--- src/rtl/sd_cmd_pkg.sv ---
package sd_cmd_pkg;

    typedef enum logic [2:0] {
        ST_IDLE = 3'd0,
        ST_SEND = 3'd1,
        ST_WAIT = 3'd2,
        ST_RECV = 3'd3,
        ST_BUSY = 3'd4,
        ST_GAP  = 3'd5
    } cmd_state_e;

    // response-type codes
    localparam logic [1:0] RT_NONE       = 2'd0;
    localparam logic [1:0] RT_LONG       = 2'd1;
    localparam logic [1:0] RT_SHORT      = 2'd2;
    localparam logic [1:0] RT_SHORT_BUSY = 2'd3;

    localparam int FRAME_BITS = 48;
    localparam int BODY_BITS  = 40;
    localparam int RX_W       = 128;

    localparam logic [6:0] CRC7_POLY = 7'h09;

    function automatic logic [6:0] crc7_next(input logic [6:0] c, input logic b);
        logic fb;
        fb = b ^ c[6];
        return {c[5:0], 1'b0} ^ (fb ? CRC7_POLY : 7'h00);
    endfunction

    // start 0, direction 1, index, argument, CRC7, end 1
    function automatic logic [FRAME_BITS-1:0] build_frame(input logic [5:0] idx,
                                                           input logic [31:0] arg);
        logic [BODY_BITS-1:0] body;
        logic [6:0]           c;
        body = {2'b01, idx, arg};
        c    = 7'h00;
        for (int i = BODY_BITS - 1; i >= 0; i--) begin
            c = crc7_next(c, body[i]);
        end
        return {body, c, 1'b1};
    endfunction

endpackage

--- src/rtl/sd_cmd_crc7.sv ---
module sd_cmd_crc7
    import sd_cmd_pkg::*;
(
    input  logic [6:0] crc_i,
    input  logic       bit_i,
    input  logic       en_i,
    output logic [6:0] crc_o
);
    always_comb begin
        crc_o = en_i ? crc7_next(crc_i, bit_i) : crc_i;
    end
endmodule

--- src/rtl/sd_cmd_rx_check.sv ---
module sd_cmd_rx_check
    import sd_cmd_pkg::*;
(
    input  logic [RX_W-1:0] frame_i,
    input  logic            long_i,
    input  logic [5:0]      idx_i,
    input  logic [6:0]      crc_i,
    input  logic            crc_en_i,
    input  logic            idx_en_i,
    output logic            err_crc_o,
    output logic            err_idx_o,
    output logic            err_end_o,
    output logic [127:0]    payload_o
);
    always_comb begin
        // end bit
        err_end_o = ~frame_i[0];
        // received CRC field sits in bits 7:1 in both lengths
        err_crc_o = crc_en_i && (crc_i != frame_i[7:1]);
        // index field only exists in the short reply
        err_idx_o = idx_en_i && !long_i && (frame_i[45:40] != idx_i);

        if (long_i) begin
            payload_o = {8'h00, frame_i[127:8]};
        end else begin
            payload_o = {96'h0, frame_i[39:8]};
        end
    end
endmodule

--- src/rtl/sd_cmd_engine.sv ---
module sd_cmd_engine
    import sd_cmd_pkg::*;
#(
    parameter int TIMEOUT_CYCLES = 64,
    parameter int GAP_CYCLES     = 8
) (
    input  logic        clk,
    input  logic        rst_n,
    input  logic        cmd_start_i,
    input  logic [31:0] cmd_arg_i,
    input  logic [5:0]  cmd_idx_i,
    input  logic [1:0]  resp_type_i,
    input  logic        crc_chk_en_i,
    input  logic        idx_chk_en_i,
    input  logic        cmd_line_i,
    input  logic        dat0_i,
    output logic        cmd_line_o,
    output logic        cmd_line_oe_o,
    output logic        inhibit_o,
    output logic        done_o,
    output logic        err_timeout_o,
    output logic        err_crc_o,
    output logic        err_end_o,
    output logic        err_idx_o,
    output logic [31:0] resp0_o,
    output logic [31:0] resp1_o,
    output logic [31:0] resp2_o,
    output logic [31:0] resp3_o
);

    localparam int TMR_W = $clog2(TIMEOUT_CYCLES + 1);
    localparam int GAP_W = $clog2(GAP_CYCLES + 1);
    localparam logic [TMR_W-1:0] TMR_LAST = TMR_W'(TIMEOUT_CYCLES - 1);
    localparam logic [GAP_W-1:0] GAP_LAST = GAP_W'(GAP_CYCLES - 1);
    localparam logic [5:0] TX_LAST    = 6'(FRAME_BITS - 1);
    localparam logic [7:0] RX_LAST_S  = 8'd47;
    localparam logic [7:0] RX_LAST_L  = 8'd135;

    typedef struct packed {
        cmd_state_e            st;
        logic [FRAME_BITS-1:0] tx;
        logic [5:0]            tx_cnt;
        logic [RX_W-2:0]       rx;
        logic [7:0]            rx_cnt;
        logic [TMR_W-1:0]      tmr;
        logic [GAP_W-1:0]      gap;
        logic [5:0]            idx;
        logic [1:0]            rtype;
        logic                  crc_en;
        logic                  idx_en;
        logic [6:0]            crc;
        logic                  done;
        logic                  e_to;
        logic                  e_crc;
        logic                  e_end;
        logic                  e_idx;
        logic [127:0]          resp;
    } regs_t;

    regs_t r_d, r_q;

    logic [RX_W-1:0] rx_shift;
    logic            is_long;
    logic [7:0]      rx_last;
    logic            crc_cover;
    logic            crc_take;
    logic [6:0]      crc_nx;
    logic            chk_crc, chk_idx, chk_end;
    logic [127:0]    chk_payload;

    assign rx_shift  = {r_q.rx, cmd_line_i};
    assign is_long   = (r_q.rtype == RT_LONG);
    assign rx_last   = is_long ? RX_LAST_L : RX_LAST_S;
    // the bit now arriving sits at position rx_last - rx_cnt; CRC spans down to 8
    assign crc_cover = (r_q.rx_cnt <= (rx_last - 8'd8)) && (!is_long || (r_q.rx_cnt >= 8'd8));
    assign crc_take  = crc_cover && ((r_q.st == ST_RECV) ||
                                     ((r_q.st == ST_WAIT) && !cmd_line_i));

    sd_cmd_crc7 u_rx_crc (
        .crc_i (r_q.crc),
        .bit_i (cmd_line_i),
        .en_i  (crc_take),
        .crc_o (crc_nx)
    );

    sd_cmd_rx_check u_rx_chk (
        .frame_i   (rx_shift),
        .long_i    (is_long),
        .idx_i     (r_q.idx),
        .crc_i     (r_q.crc),
        .crc_en_i  (r_q.crc_en),
        .idx_en_i  (r_q.idx_en),
        .err_crc_o (chk_crc),
        .err_idx_o (chk_idx),
        .err_end_o (chk_end),
        .payload_o (chk_payload)
    );

    always_comb begin
        r_d     = r_q;
        r_d.crc = crc_nx;
        unique case (r_q.st)
            ST_IDLE: begin
                if (cmd_start_i) begin
                    r_d.st     = ST_SEND;
                    r_d.idx    = cmd_idx_i;
                    r_d.rtype  = resp_type_i;
                    r_d.crc_en = crc_chk_en_i;
                    r_d.idx_en = idx_chk_en_i;
                    r_d.tx     = build_frame(cmd_idx_i, cmd_arg_i);
                    r_d.tx_cnt = '0;
                    r_d.rx     = '0;
                    r_d.rx_cnt = '0;
                    r_d.crc    = '0;
                    r_d.tmr    = '0;
                    r_d.gap    = '0;
                    r_d.done   = 1'b0;
                    r_d.e_to   = 1'b0;
                    r_d.e_crc  = 1'b0;
                    r_d.e_end  = 1'b0;
                    r_d.e_idx  = 1'b0;
                end
            end
            ST_SEND: begin
                r_d.tx     = {r_q.tx[FRAME_BITS-2:0], 1'b1};
                r_d.tx_cnt = r_q.tx_cnt + 6'd1;
                if (r_q.tx_cnt == TX_LAST) begin
                    if (r_q.rtype == RT_NONE) begin
                        r_d.done = 1'b1;
                        r_d.st   = ST_GAP;
                        r_d.gap  = '0;
                    end else begin
                        r_d.st  = ST_WAIT;
                        r_d.tmr = '0;
                    end
                end
            end
            ST_WAIT: begin
                if (!cmd_line_i) begin
                    r_d.rx     = rx_shift[RX_W-2:0];
                    r_d.rx_cnt = 8'd1;
                    r_d.st     = ST_RECV;
                end else if (r_q.tmr == TMR_LAST) begin
                    r_d.e_to = 1'b1;
                    r_d.st   = ST_GAP;
                    r_d.gap  = '0;
                end else begin
                    r_d.tmr = r_q.tmr + 1'b1;
                end
            end
            ST_RECV: begin
                r_d.rx     = rx_shift[RX_W-2:0];
                r_d.rx_cnt = r_q.rx_cnt + 8'd1;
                if (r_q.rx_cnt == rx_last) begin
                    r_d.e_crc = chk_crc;
                    r_d.e_idx = chk_idx;
                    r_d.e_end = chk_end;
                    r_d.resp  = chk_payload;
                    if (r_q.rtype == RT_SHORT_BUSY) begin
                        r_d.st = ST_BUSY;
                    end else begin
                        r_d.done = 1'b1;
                        r_d.st   = ST_GAP;
                        r_d.gap  = '0;
                    end
                end
            end
            ST_BUSY: begin
                if (dat0_i) begin
                    r_d.done = 1'b1;
                    r_d.st   = ST_GAP;
                    r_d.gap  = '0;
                end
            end
            ST_GAP: begin
                if (r_q.gap == GAP_LAST) begin
                    r_d.st = ST_IDLE;
                end else begin
                    r_d.gap = r_q.gap + 1'b1;
                end
            end
            default: r_d.st = ST_IDLE;
        endcase
    end

    always_ff @(posedge clk or negedge rst_n) begin
        if (!rst_n) begin
            r_q <= '0;
        end else begin
            r_q <= r_d;
        end
    end

    assign cmd_line_oe_o = (r_q.st == ST_SEND);
    assign cmd_line_o    = cmd_line_oe_o ? r_q.tx[FRAME_BITS-1] : 1'b1;
    assign inhibit_o     = (r_q.st != ST_IDLE);
    assign done_o        = r_q.done;
    assign err_timeout_o = r_q.e_to;
    assign err_crc_o     = r_q.e_crc;
    assign err_end_o     = r_q.e_end;
    assign err_idx_o     = r_q.e_idx;
    assign resp0_o       = r_q.resp[31:0];
    assign resp1_o       = r_q.resp[63:32];
    assign resp2_o       = r_q.resp[95:64];
    assign resp3_o       = r_q.resp[127:96];

endmodule

--- config.mk ---
export PLATFORM = sky130hd
export DESIGN_NAME = sd_cmd_engine
export DESIGN_NICKNAME = d
export VERILOG_FILES = /design/src/rtl/sd_cmd_pkg.sv /design/src/rtl/sd_cmd_crc7.sv /design/src/rtl/sd_cmd_rx_check.sv /design/src/rtl/sd_cmd_engine.sv
export SDC_FILE = /design/constraint.sdc
export NUM_CORES = 1
export LEC_CHECK = 0
export ABC_AREA = 1
export BUFFER_PORTS_ARGS = -buffer_cell sky130_fd_sc_hd__buf_2
export CAP_MARGIN = 5
export CORE_MARGIN = 2
export CORE_UTILIZATION = 56
export CTS_BUF_LIST = sky130_fd_sc_hd__clkbuf_4 sky130_fd_sc_hd__clkbuf_8 sky130_fd_sc_hd__clkbuf_16
export CTS_CLUSTER_DIAMETER = 150
export CTS_CLUSTER_SIZE = 8
export DETAILED_ROUTE_END_ITERATION = 8
export PLACE_DENSITY = 0.85
export SYNTH_ARGS = -nofsm -noshare
export SYNTH_HDL_FRONTEND = slang
export SYNTH_SLANG_ARGS = --single-unit
--- constraint.sdc ---
create_clock -name clk -period 3.97 [get_ports clk]
set_clock_uncertainty 0.1 [all_clocks]
set_input_delay 0.397 -clock clk [delete_from_list [all_inputs] [get_ports clk]]
set_output_delay 0.397 -clock clk [all_outputs]
set_load 0.01 [all_outputs]
; Yosys cells after proc, flatten, opt, wreduce, memory -nomap -nowiden
; Cells that the tools add are included.
[word_totals]
input_bits = 47
reg_bits = 353
output_inout_bits = 136
[op_classes]
n_mux = 80
order_cmp = 2
eq_ne = 27
bitwise = 78
reduce_logical = 30
n_addsub = 5
[ops]
columns = op, n
row1 = case mux 135 bit (3 select lines), 1
row2 = XOR 7 x 4 -> 7 bit, 36
row3 = 2-to-1 mux 225 bit, 1
row4 = 2-to-1 mux 4 bit, 45
row5 = 2-to-1 mux 135 bit, 1
row6 = 2-to-1 mux 131 bit, 1
row7 = 2-to-1 mux 120 bit, 1
row8 = case mux 54 bit (2 select lines), 1
row9 = XOR 1 bit, 36
row10 = 2-to-1 mux 7 bit, 4
row11 = case mux 4 bit (6 select lines), 1
row12 = 2-to-1 mux 11 bit, 2
row13 = 2-to-1 mux 3 bit, 7
row14 = case mux 7 bit (3 select lines), 1
row15 = "inequality test 2 bit, second input constant", 9
row16 = case mux 3 bit (6 select lines), 1
row17 = AND reduction 6 bit, 2
row18 = AND reduction 10 bit, 1
row19 = 2-to-1 mux 1 bit, 9
row20 = nonzero test 3 bit, 3
row21 = "adder 8 x 1 -> 8 bit, second input constant", 1
row22 = equality test 8 bit, 1
row23 = ">= comparator 8 x 4 -> 1 bit, second input constant", 1
row24 = less-or-equal comparator 8 bit, 1
row25 = other kinds (37), 55

; Logic depth before layout (Yosys ltp)
; Gate-level depths: netlist of the first run.
[depth]
depth_word = 111
depth_mapped = 27

; Modules after synthesis
; A second synthesis of the first run with hierarchy kept.
[unflattened]
cells_unflattened = 2211
hier_area_um2 = 17470.5
[by_module_without_submodules]
columns = module, seq_area_each_um2, instances, area_each_um2, cells_per_inst
row1 = sd_cmd_engine, 8833.5, 1, 16029.1, 1883
row2 = sd_cmd_rx_check, 0.0, 1, 1323.8, 302
row3 = sd_cmd_crc7, 0.0, 1, 117.6, 26

; Least setup slack after synthesis of the first run
; No wires, ideal clock.
[synth_timing]
path_kind = reg-to-reg
startpoint = reg r_q[143] (netlist bit)
endpoint = reg r_q, in the netlist resp3_o[14]
arrival_time_ns = 2.446
synth_period_minus_slack_ns = 2.683
path_buffers = 4
slack_ns = 1.287
stages_incl_launch_ff = 14
setup_ns = 0.137
required_time_ns = 3.733
cell_sequence = dfrtp_1 -> nor2_1 -> inv_2 -> clkbuf_1 -> ha_1 -> nor4_1 -> nand2_1 -> nor2_1 -> inv_2 -> clkbuf_1 -> buf_2 -> buf_1 -> nand2_1 -> o31ai_1
[synth_between]
elab_chain_len = 4
word_cells_on_any_way = 5
[synth_rtl]
columns = element, line_no
row1 = start: declaration, sd_cmd_engine.sv:60  ; regs_t r_d, r_q;
row2 = start signal: assignment, sd_cmd_engine.sv:190  ; r_q <= r_d;
row3 = equality test 2 x 1 -> 1 bit *, sd_cmd_engine.sv:72  ; assign is_long = (r_q.rtype == RT_LONG);
row4 = 2-to-1 mux 8 bit, sd_cmd_engine.sv:73  ; assign rx_last = is_long ? RX_LAST_L : RX_LAST_S;
row5 = equality test 8 bit, sd_cmd_engine.sv:154  ; if (r_q.rx_cnt == rx_last) begin
row6 = AND reduction 2 bit (no line), -
; Mark *: on every way between the ends. The rest lies on a longest branch, timed or not.
; A chain may end at the register's enable or synchronous reset.

; Worst setup path after layout of the first run
[layout_timing]
startpoint = reg r_q[351] (netlist bit)
endpoint = reg r_q, in the netlist resp3_o[12]
[layout_between]
elab_chain_len = 2
[layout_rtl]
columns = element, line_no
row1 = equality test 3 x 2 -> 1 bit, sd_cmd_engine.sv:102  ; unique case (r_q.st)
row2 = AND reduction 2 bit (no line), -
; Every way passes these cells.

==> results of run 1 <==
==> tightest hold or removal path: stages <==
cell,delay (ns)
buf_2,0.08
nand2_1,0.09
nand2_1,0.08
==> cells in the mapped netlist (all sizes together) (2+ instances only) <==
cell type,count
a21o,3
a21oi,25
a221oi,2
a22o,2
a31oi,3
a32o,2
buf,147
clkbuf,78
dfrtp,345
ha,8
inv,228
nand2,490
nand3,191
nand4,4
nor2,46
nor3,14
nor3b,3
nor4,2
o211ai,34
o21a,2
o21ai,170
o221ai,3
o22ai,11
o31ai,90
o41ai,2
xnor2,5
xor2,8
==> registers in the layout, summed over array words and instances, names as in the netlist <==
register and cells:
done_o 1, err_crc_o 1, err_end_o 1, r_q 220, resp0_o 32, resp1_o 32, err_timeout_o 1, resp2_o 32
err_idx_o 1, resp3_o 24
==> stage by stage <==
step	util	worst slack (ns)	power [µW]
floorplan	-	1.287	6332
global placement	0.5803	0.9000	6960
detailed placement	0.5803	0.7225	7092
CTS	0.6265	0.6938	10780
global route	0.6265	0.2860	11370
finish	0.6267	0.6213	10740
==> cells by family after synthesis <==
kind of cell	count (synthesis)
adder cells (fa/ha/maj)	8
XOR/XNOR	13
AO/OA/AOI/OAI	353
other	1
buffers and inverters	454
AND/OR/NAND/NOR	753
flip-flops	345
==> power breakdown <==
part | leakage (µW) | internal [µW] | total (µW) | switching (µW)
clock | 0.000638 | 2190 | 3640 | 1450
combinational | 0.00366 | 799 | 2930 | 2140
sequential | 0.00470 | 3910 | 4160 | 251
total | 0.00899 | 6900 | 10700 | 3840
==> path summary, 6_finish.rpt <==
path	cells past startpoint	endpoint	slack (ns)	from
max	10	resp3_o[12]	0.62	r_q[351]
min	3	r_q[143]	0.03	resp_type_i[1]
max reg2reg	10	resp3_o[12]	0.62	r_q[351]
min reg2reg	2	r_q[302]	0.35	r_q[302]
max in group asynchronous	3	r_q[136]	2.39	rst_n
min in group asynchronous	2	resp1_o[28]	0.34	rst_n
==> layout make-up <==
cell class | count | area (µm²)
Timing Repair Buffer | 195 | 1071
Fill cell | 2347 | 10740
Sequential cell | 345 | 8633
Antenna cell | 2 | 5.005
Clock buffer | 50 | 1234
Inverter | 229 | 869.6
Tap cell | 384 | 480.5
Multi-Input combinational cell | 1135 | 5675
Clock inverter | 4 | 67.56
==> cells in the final DEF (no fill, tap or decap), types with 3 or more instances in the layout <==
| cell | netlist | layout |
|---|---|---|
| dlygate4sd3_1 | 0 | 3 |
| nor3_1 | 14 | 14 |
| nand3_1 | 190 | 189 |
| nor2_2 | 1 | 4 |
| a31oi_1 | 3 | 3 |
| o31ai_1 | 90 | 90 |
| xnor2_1 | 5 | 5 |
| xor2_1 | 6 | 6 |
| inv_6 | 0 | 3 |
| inv_2 | 10 | 9 |
| nand4_1 | 4 | 4 |
| nor3b_1 | 3 | 3 |
| nand2_1 | 449 | 449 |
| nand2_2 | 41 | 41 |
| a21o_1 | 3 | 3 |
| dfrtp_1 | 345 | 345 |
| o21ai_0 | 170 | 170 |
| conb_1 | 1 | 8 |
| o22ai_1 | 11 | 11 |
| ha_1 | 8 | 8 |
| clkbuf_16 | 0 | 49 |
| inv_1 | 218 | 218 |
| nor2_1 | 44 | 40 |
| o221ai_1 | 3 | 3 |
| a21oi_1 | 25 | 25 |
| buf_4 | 128 | 16 |
| o211ai_1 | 34 | 34 |
| buf_2 | 4 | 173 |
==> metal layers <==
layer  track usage  up-vias
met5             0        -
met4       0.08229        0
met3       0.04264       70
met2        0.4027      452
met1        0.3442     6349
li1              -     6193
==> results_dict.tcl, run 1 <==
set metrics [dict create \
    numCtsBuffers 49 \
    end_kind "flop" \
    synth_compound_area_frac 0.1314 \
    die_y_um 175.4 \
    drc_errors 0 \
    cp_cell_sequence "inv_2 > nor2_4 > inv_2 > nor2_1 > inv_1 > nor2_2 > inv_6 > buf_4 > nand2_1 > o31ai_1" \
    post-cts-setup-buffer-count 0 \
    period_needed_ns 3.349 \
    synth_top_area_frac 0.5248 \
    port_buffers 174 \
    worstPathRequired_ns 4.32 \
    fmax_mhz 298.6 \
    grt_max_degree 173 \
    cts_tree "yes" \
    yosys.area_share.simple 0.1966 \
    cts_sinks 345 \
    synth_edf_count 0 \
    postSynthAreaPerCell_um2 8.538 \
    ys_types 44 \
    cellPowerDensity_mw_per_mm2 595.3 \
    finalHoldViolations 0 \
    ys_seq_area_frac 0.5248 \
    grt_use_total 0.2491 \
    post_drt_wl_per_cell_um 15.88 \
    grt_overflow_total 0 \
    grt_pass1_vias 12933 \
    drv_cap 0 \
    timing.hold.ws_ns 0.03009 \
    crit_buf_inv 5 \
    ios 183 \
    synth.largest_area_cell "dfrtp_1" \
    syn_to_final_growth_pct 9.628 \
    dr.pass1.iters 8 \
    leakage_uw 0.008995 \
    synthAdderAreaFrac 0.006084 \
    hp-class "input port to flop" \
    placedCellCount 2285 \
    clk_path_buf_depth 3 \
    grt_pass1_wl_mm 63.47 \
    cts-root-buf "clkbuf_16" \
    arrival_ns 3.70 \
    tightest_slew_ns 1.187 \
    finalSetupViolCount 0 \
    cts_hold_buf 3 \
    critPathKind "flop to flop" \
    synth_seq_cells 345 \
    place_congestion 0.8841 \
    path_delay_family "buffers and inverters" \
    crit_top_cell "inv_2" \
    dp_hpwl_mm 23.43 \
    synth_top_family_by_area "simple AND/OR/NAND/NOR gates" \
    slew_headroom 0.2087 \
    synth_xor_area_frac 0.007833 \
    cts_resized 0 \
    tns_ns 0 \
    wl_met1_mm 16.13 \
    crit_path_start_kind "flop" \
    muxShareOfSynthArea 0 \
    ant_nets 0 \
    netlist_instances 1927 \
    placement.cell_area_mm2 0.01670 \
    synth_warnings 0 \
    wl_met2_mm 17.83 \
    status "complete, no violations" \
    drv_slew 0 \
    htree_levels 2 \
    synth_async_sr_flop_share 1.000 \
    finalInstanceArea_mm2 0.01804 \
    via_count 13064 \
    layout.nets 2010 \
    clk_pin_slew_worst_paths_ns 0.05 \
    slowest_delay_ns 0.74 \
    crit_slowest_cell "inv_6" \
    cp_max_fo 172 \
    coreArea_mm2 0.02878 \
    totalWireLength_mm 37.22 \
    stdcell_count 2344 \
    start_util 0.5716 \
    irDropWorstVdd_v 0.0004503 \
    clkLatencyLatePin_ns 0.56 \
    grt_setup_unrepaired "no" \
    synthTopCellsByArea "dfrtp_1, nand2_1, buf_4" \
    highest_layer "met4" \
    viasPerCell 5.573 \
    synth_ff_type "dfrtp_1" \
    drive_gt1_frac 0.1578 \
    syn-cell-area_mm2 0.01645 \
    antenna_found_initial 2 \
    die_area_mm2 0.03077 \
    min_period_over_period 0.8435 \
    dr_wl_met3_mm 2.408 \
    drtIter0Drc 1212 \
    die_x_um 175.4 \
    rows 62 \
]
(Power assumes the default switching activity.)
==> run 2, diff against run 1 <==
--- a/config.mk
+++ b/config.mk
@@ -9,12 +9,12 @@
 export BUFFER_PORTS_ARGS = -buffer_cell sky130_fd_sc_hd__buf_2
 export CAP_MARGIN = 5
 export CORE_MARGIN = 2
-export CORE_UTILIZATION = 56
+export CORE_UTILIZATION = 53
 export CTS_BUF_LIST = sky130_fd_sc_hd__clkbuf_4 sky130_fd_sc_hd__clkbuf_8 sky130_fd_sc_hd__clkbuf_16
 export CTS_CLUSTER_DIAMETER = 150
 export CTS_CLUSTER_SIZE = 8
 export DETAILED_ROUTE_END_ITERATION = 8
-export PLACE_DENSITY = 0.85
+export PLACE_DENSITY = 0.84
 export SYNTH_ARGS = -nofsm -noshare
 export SYNTH_HDL_FRONTEND = slang
 export SYNTH_SLANG_ARGS = --single-unit
==> constraint.sdc (replaced) <==
create_clock -name clk -period 2.7 [get_ports clk]
set_clock_uncertainty 0.1 [all_clocks]
set_input_delay 0.27 -clock clk [delete_from_list [all_inputs] [get_ports clk]]
set_output_delay 0.27 -clock clk [all_outputs]
set_load 0.01 [all_outputs]
==> run 2 against run 1 <==
The flow now finishes with violations (negative setup slack); combinational power increased by 65%; first-iteration DRC count increased by 2.7%; register-to-register slack got worse by 0.48 ns; critical endpoint is now r_q[307]; largest cell class unchanged.
==> results_dict.tcl, run 2 (synthesis results as in run 1) <==
set metrics [dict create \
    status "finished, violations left" \
    violations "negative setup slack" \
    cts-root-buf "clkbuf_16" \
    start_util 0.5378 \
    cp_max_fo 5 \
    worstPathRequired_ns 3.02 \
    slew_headroom 0.1932 \
    fin_util 0.6211 \
    antenna_found_initial 0 \
    cts_tree "yes" \
    irDropWorstVdd_v 0.0004663 \
    fmax_mhz 369.2 \
    via_count 13364 \
    finalSetupViolCount 1 \
    stdcell_count 2399 \
    grt_pass1_wl_mm 63.34 \
    drc_errors 0 \
    largest_reg_flops 220 \
    crit_path_start_kind "input port" \
    hp-class "input port to flop" \
    layout.nets 2055 \
    drv_cap 0 \
    placedCellCount 2306 \
    drtIter0Drc 1245 \
    drive_gt1_frac 0.1977 \
    place_congestion 0.8777 \
    numCtsBuffers 49 \
    drv_slew 0 \
    ios 183 \
    viasPerCell 5.571 \
    leakage_uw 0.009410 \
    dp_hpwl_mm 24.51 \
    die_x_um 180.2 \
    n_antenna_cell 0 \
    finalHoldViolations 0 \
    grt_use_total 0.2312 \
    final_common_cell "nand2_1" \
    clk_pin_slew_worst_paths_ns 0.05 \
    port_buffers 174 \
    tns_ns -0.008326 \
    arrival_ns 3.03 \
    period_needed_ns 2.708 \
    finalInstanceArea_mm2 0.01900 \
    htree_levels 2 \
    cts_sinks 345 \
    dr.pass1.iters 5 \
    placement.cell_area_mm2 0.01685 \
    power_uw 16250 \
    setup_slack_ns -0.008326 \
    top_register "r_q" \
    clk_path_buf_depth 3 \
    grt_overflow_total 0 \
    grt_max_degree 109 \
    min_period_over_period 1.003 \
    post_drt_wl_per_cell_um 16.16 \
    mostFrequentLayoutCells "nand2_1, dfrtp_1, inv_1, nand3_1, o21ai_0" \
    grt_pass1_vias 12997 \
    totalWireLength_mm 38.78 \
    ant_nets 0 \
    grt_setup_unrepaired "yes" \
    tightest_slew_ns 1.210 \
    coreArea_mm2 0.03059 \
    critPathKind "input port to flop" \
    die_y_um 180.2 \
    cellPowerDensity_mw_per_mm2 855.4 \
    end_kind "flop" \
    clkLatencyLatePin_ns 0.54 \
    die_area_mm2 0.03247 \
    syn_to_final_growth_pct 15.48 \
    rows 64 \
]
run 2: worst max-delay path, stage by stage:
cell           delay, ns
dlygate4sd3_1       0.54
buf_6               0.13
inv_2               0.05
nand2_2             0.07
nand2_2             0.06
nand2_2             0.08
inv_1               0.06
nor2_2              0.14
nand2_1             0.08
nand2_2             0.11
nand2_1             0.07
nand2_2             0.08
inv_1               0.05
nand2_2             0.10
nand2_4             0.08
nand2_2             0.09
nand2_4             0.06
nand3_2             0.08
nand2_4             0.07
buf_4               0.14
xor2_2              0.14
inv_1               0.05
nand2_1             0.08
nand2_1             0.13
nand2_1             0.08
nand3_1             0.07
nand2_1             0.06
run 2: power by group:
part           internal, µW  switching, µW  leakage (µW)  total, µW
sequential             5750            364       0.00470       6120
clock                  3200           2100      0.000631       5300
combinational          1440           3390       0.00408       4830
total                 10400           5860       0.00941      16300
run 2: layout make-up:
type,count,area (µm²)
Multi-Input combinational cell,1135,6056
Tap cell,396,495.5
Sequential cell,345,8633
Fill cell,2421,11590
Clock buffer,50,1234
Clock inverter,4,50.05
Inverter,229,895.9
Timing Repair Buffer,240,1634
run 2: path summary, 6_finish.rpt:
kind	cells past startpoint	from	slack (ns)	endpoint
worst max-delay path	27	cmd_idx_i[2]	-0.008	r_q[307]
worst min-delay path	3	cmd_arg_i[0]	0.02	r_q[310]
worst max register to register	9	r_q[143]	0.14	resp1_o[30]
worst min register to register	2	r_q[302]	0.36	r_q[302]
max in group asynchronous	3	rst_n	1.50	r_q[315]
min in group asynchronous	2	rst_n	0.17	resp1_o[29]
run 2: what timing repair did:
action                     4_1_cts  5_1_grt
buffers inserted                 0        4
hold endpoints to repair       135        0
gates resized for setup          0      122
setup endpoints to repair        0       93
hold buffers                    41        0
run 2: through the flow:
step | hold slack [ns] | setup slack [ns]
floorplan | -0.1256 | 0.01668
global placement | 0.1365 | 0.1865
detailed placement | 0.1416 | 0.1058
CTS | 0.001526 | 0.03455
global route | 0.03052 | -0.1048
finish | 0.01963 | -0.008326
run 2: routing by layer:
metal / wire length, µm / track usage / vias up
met5: 0 / 0 / -
met4: 704 / 0.05871 / 0
met3: 2709 / 0.04507 / 64
met2: 18790 / 0.3797 / 468
met1: 16570 / 0.3174 / 6558
li1: - / - / 6274
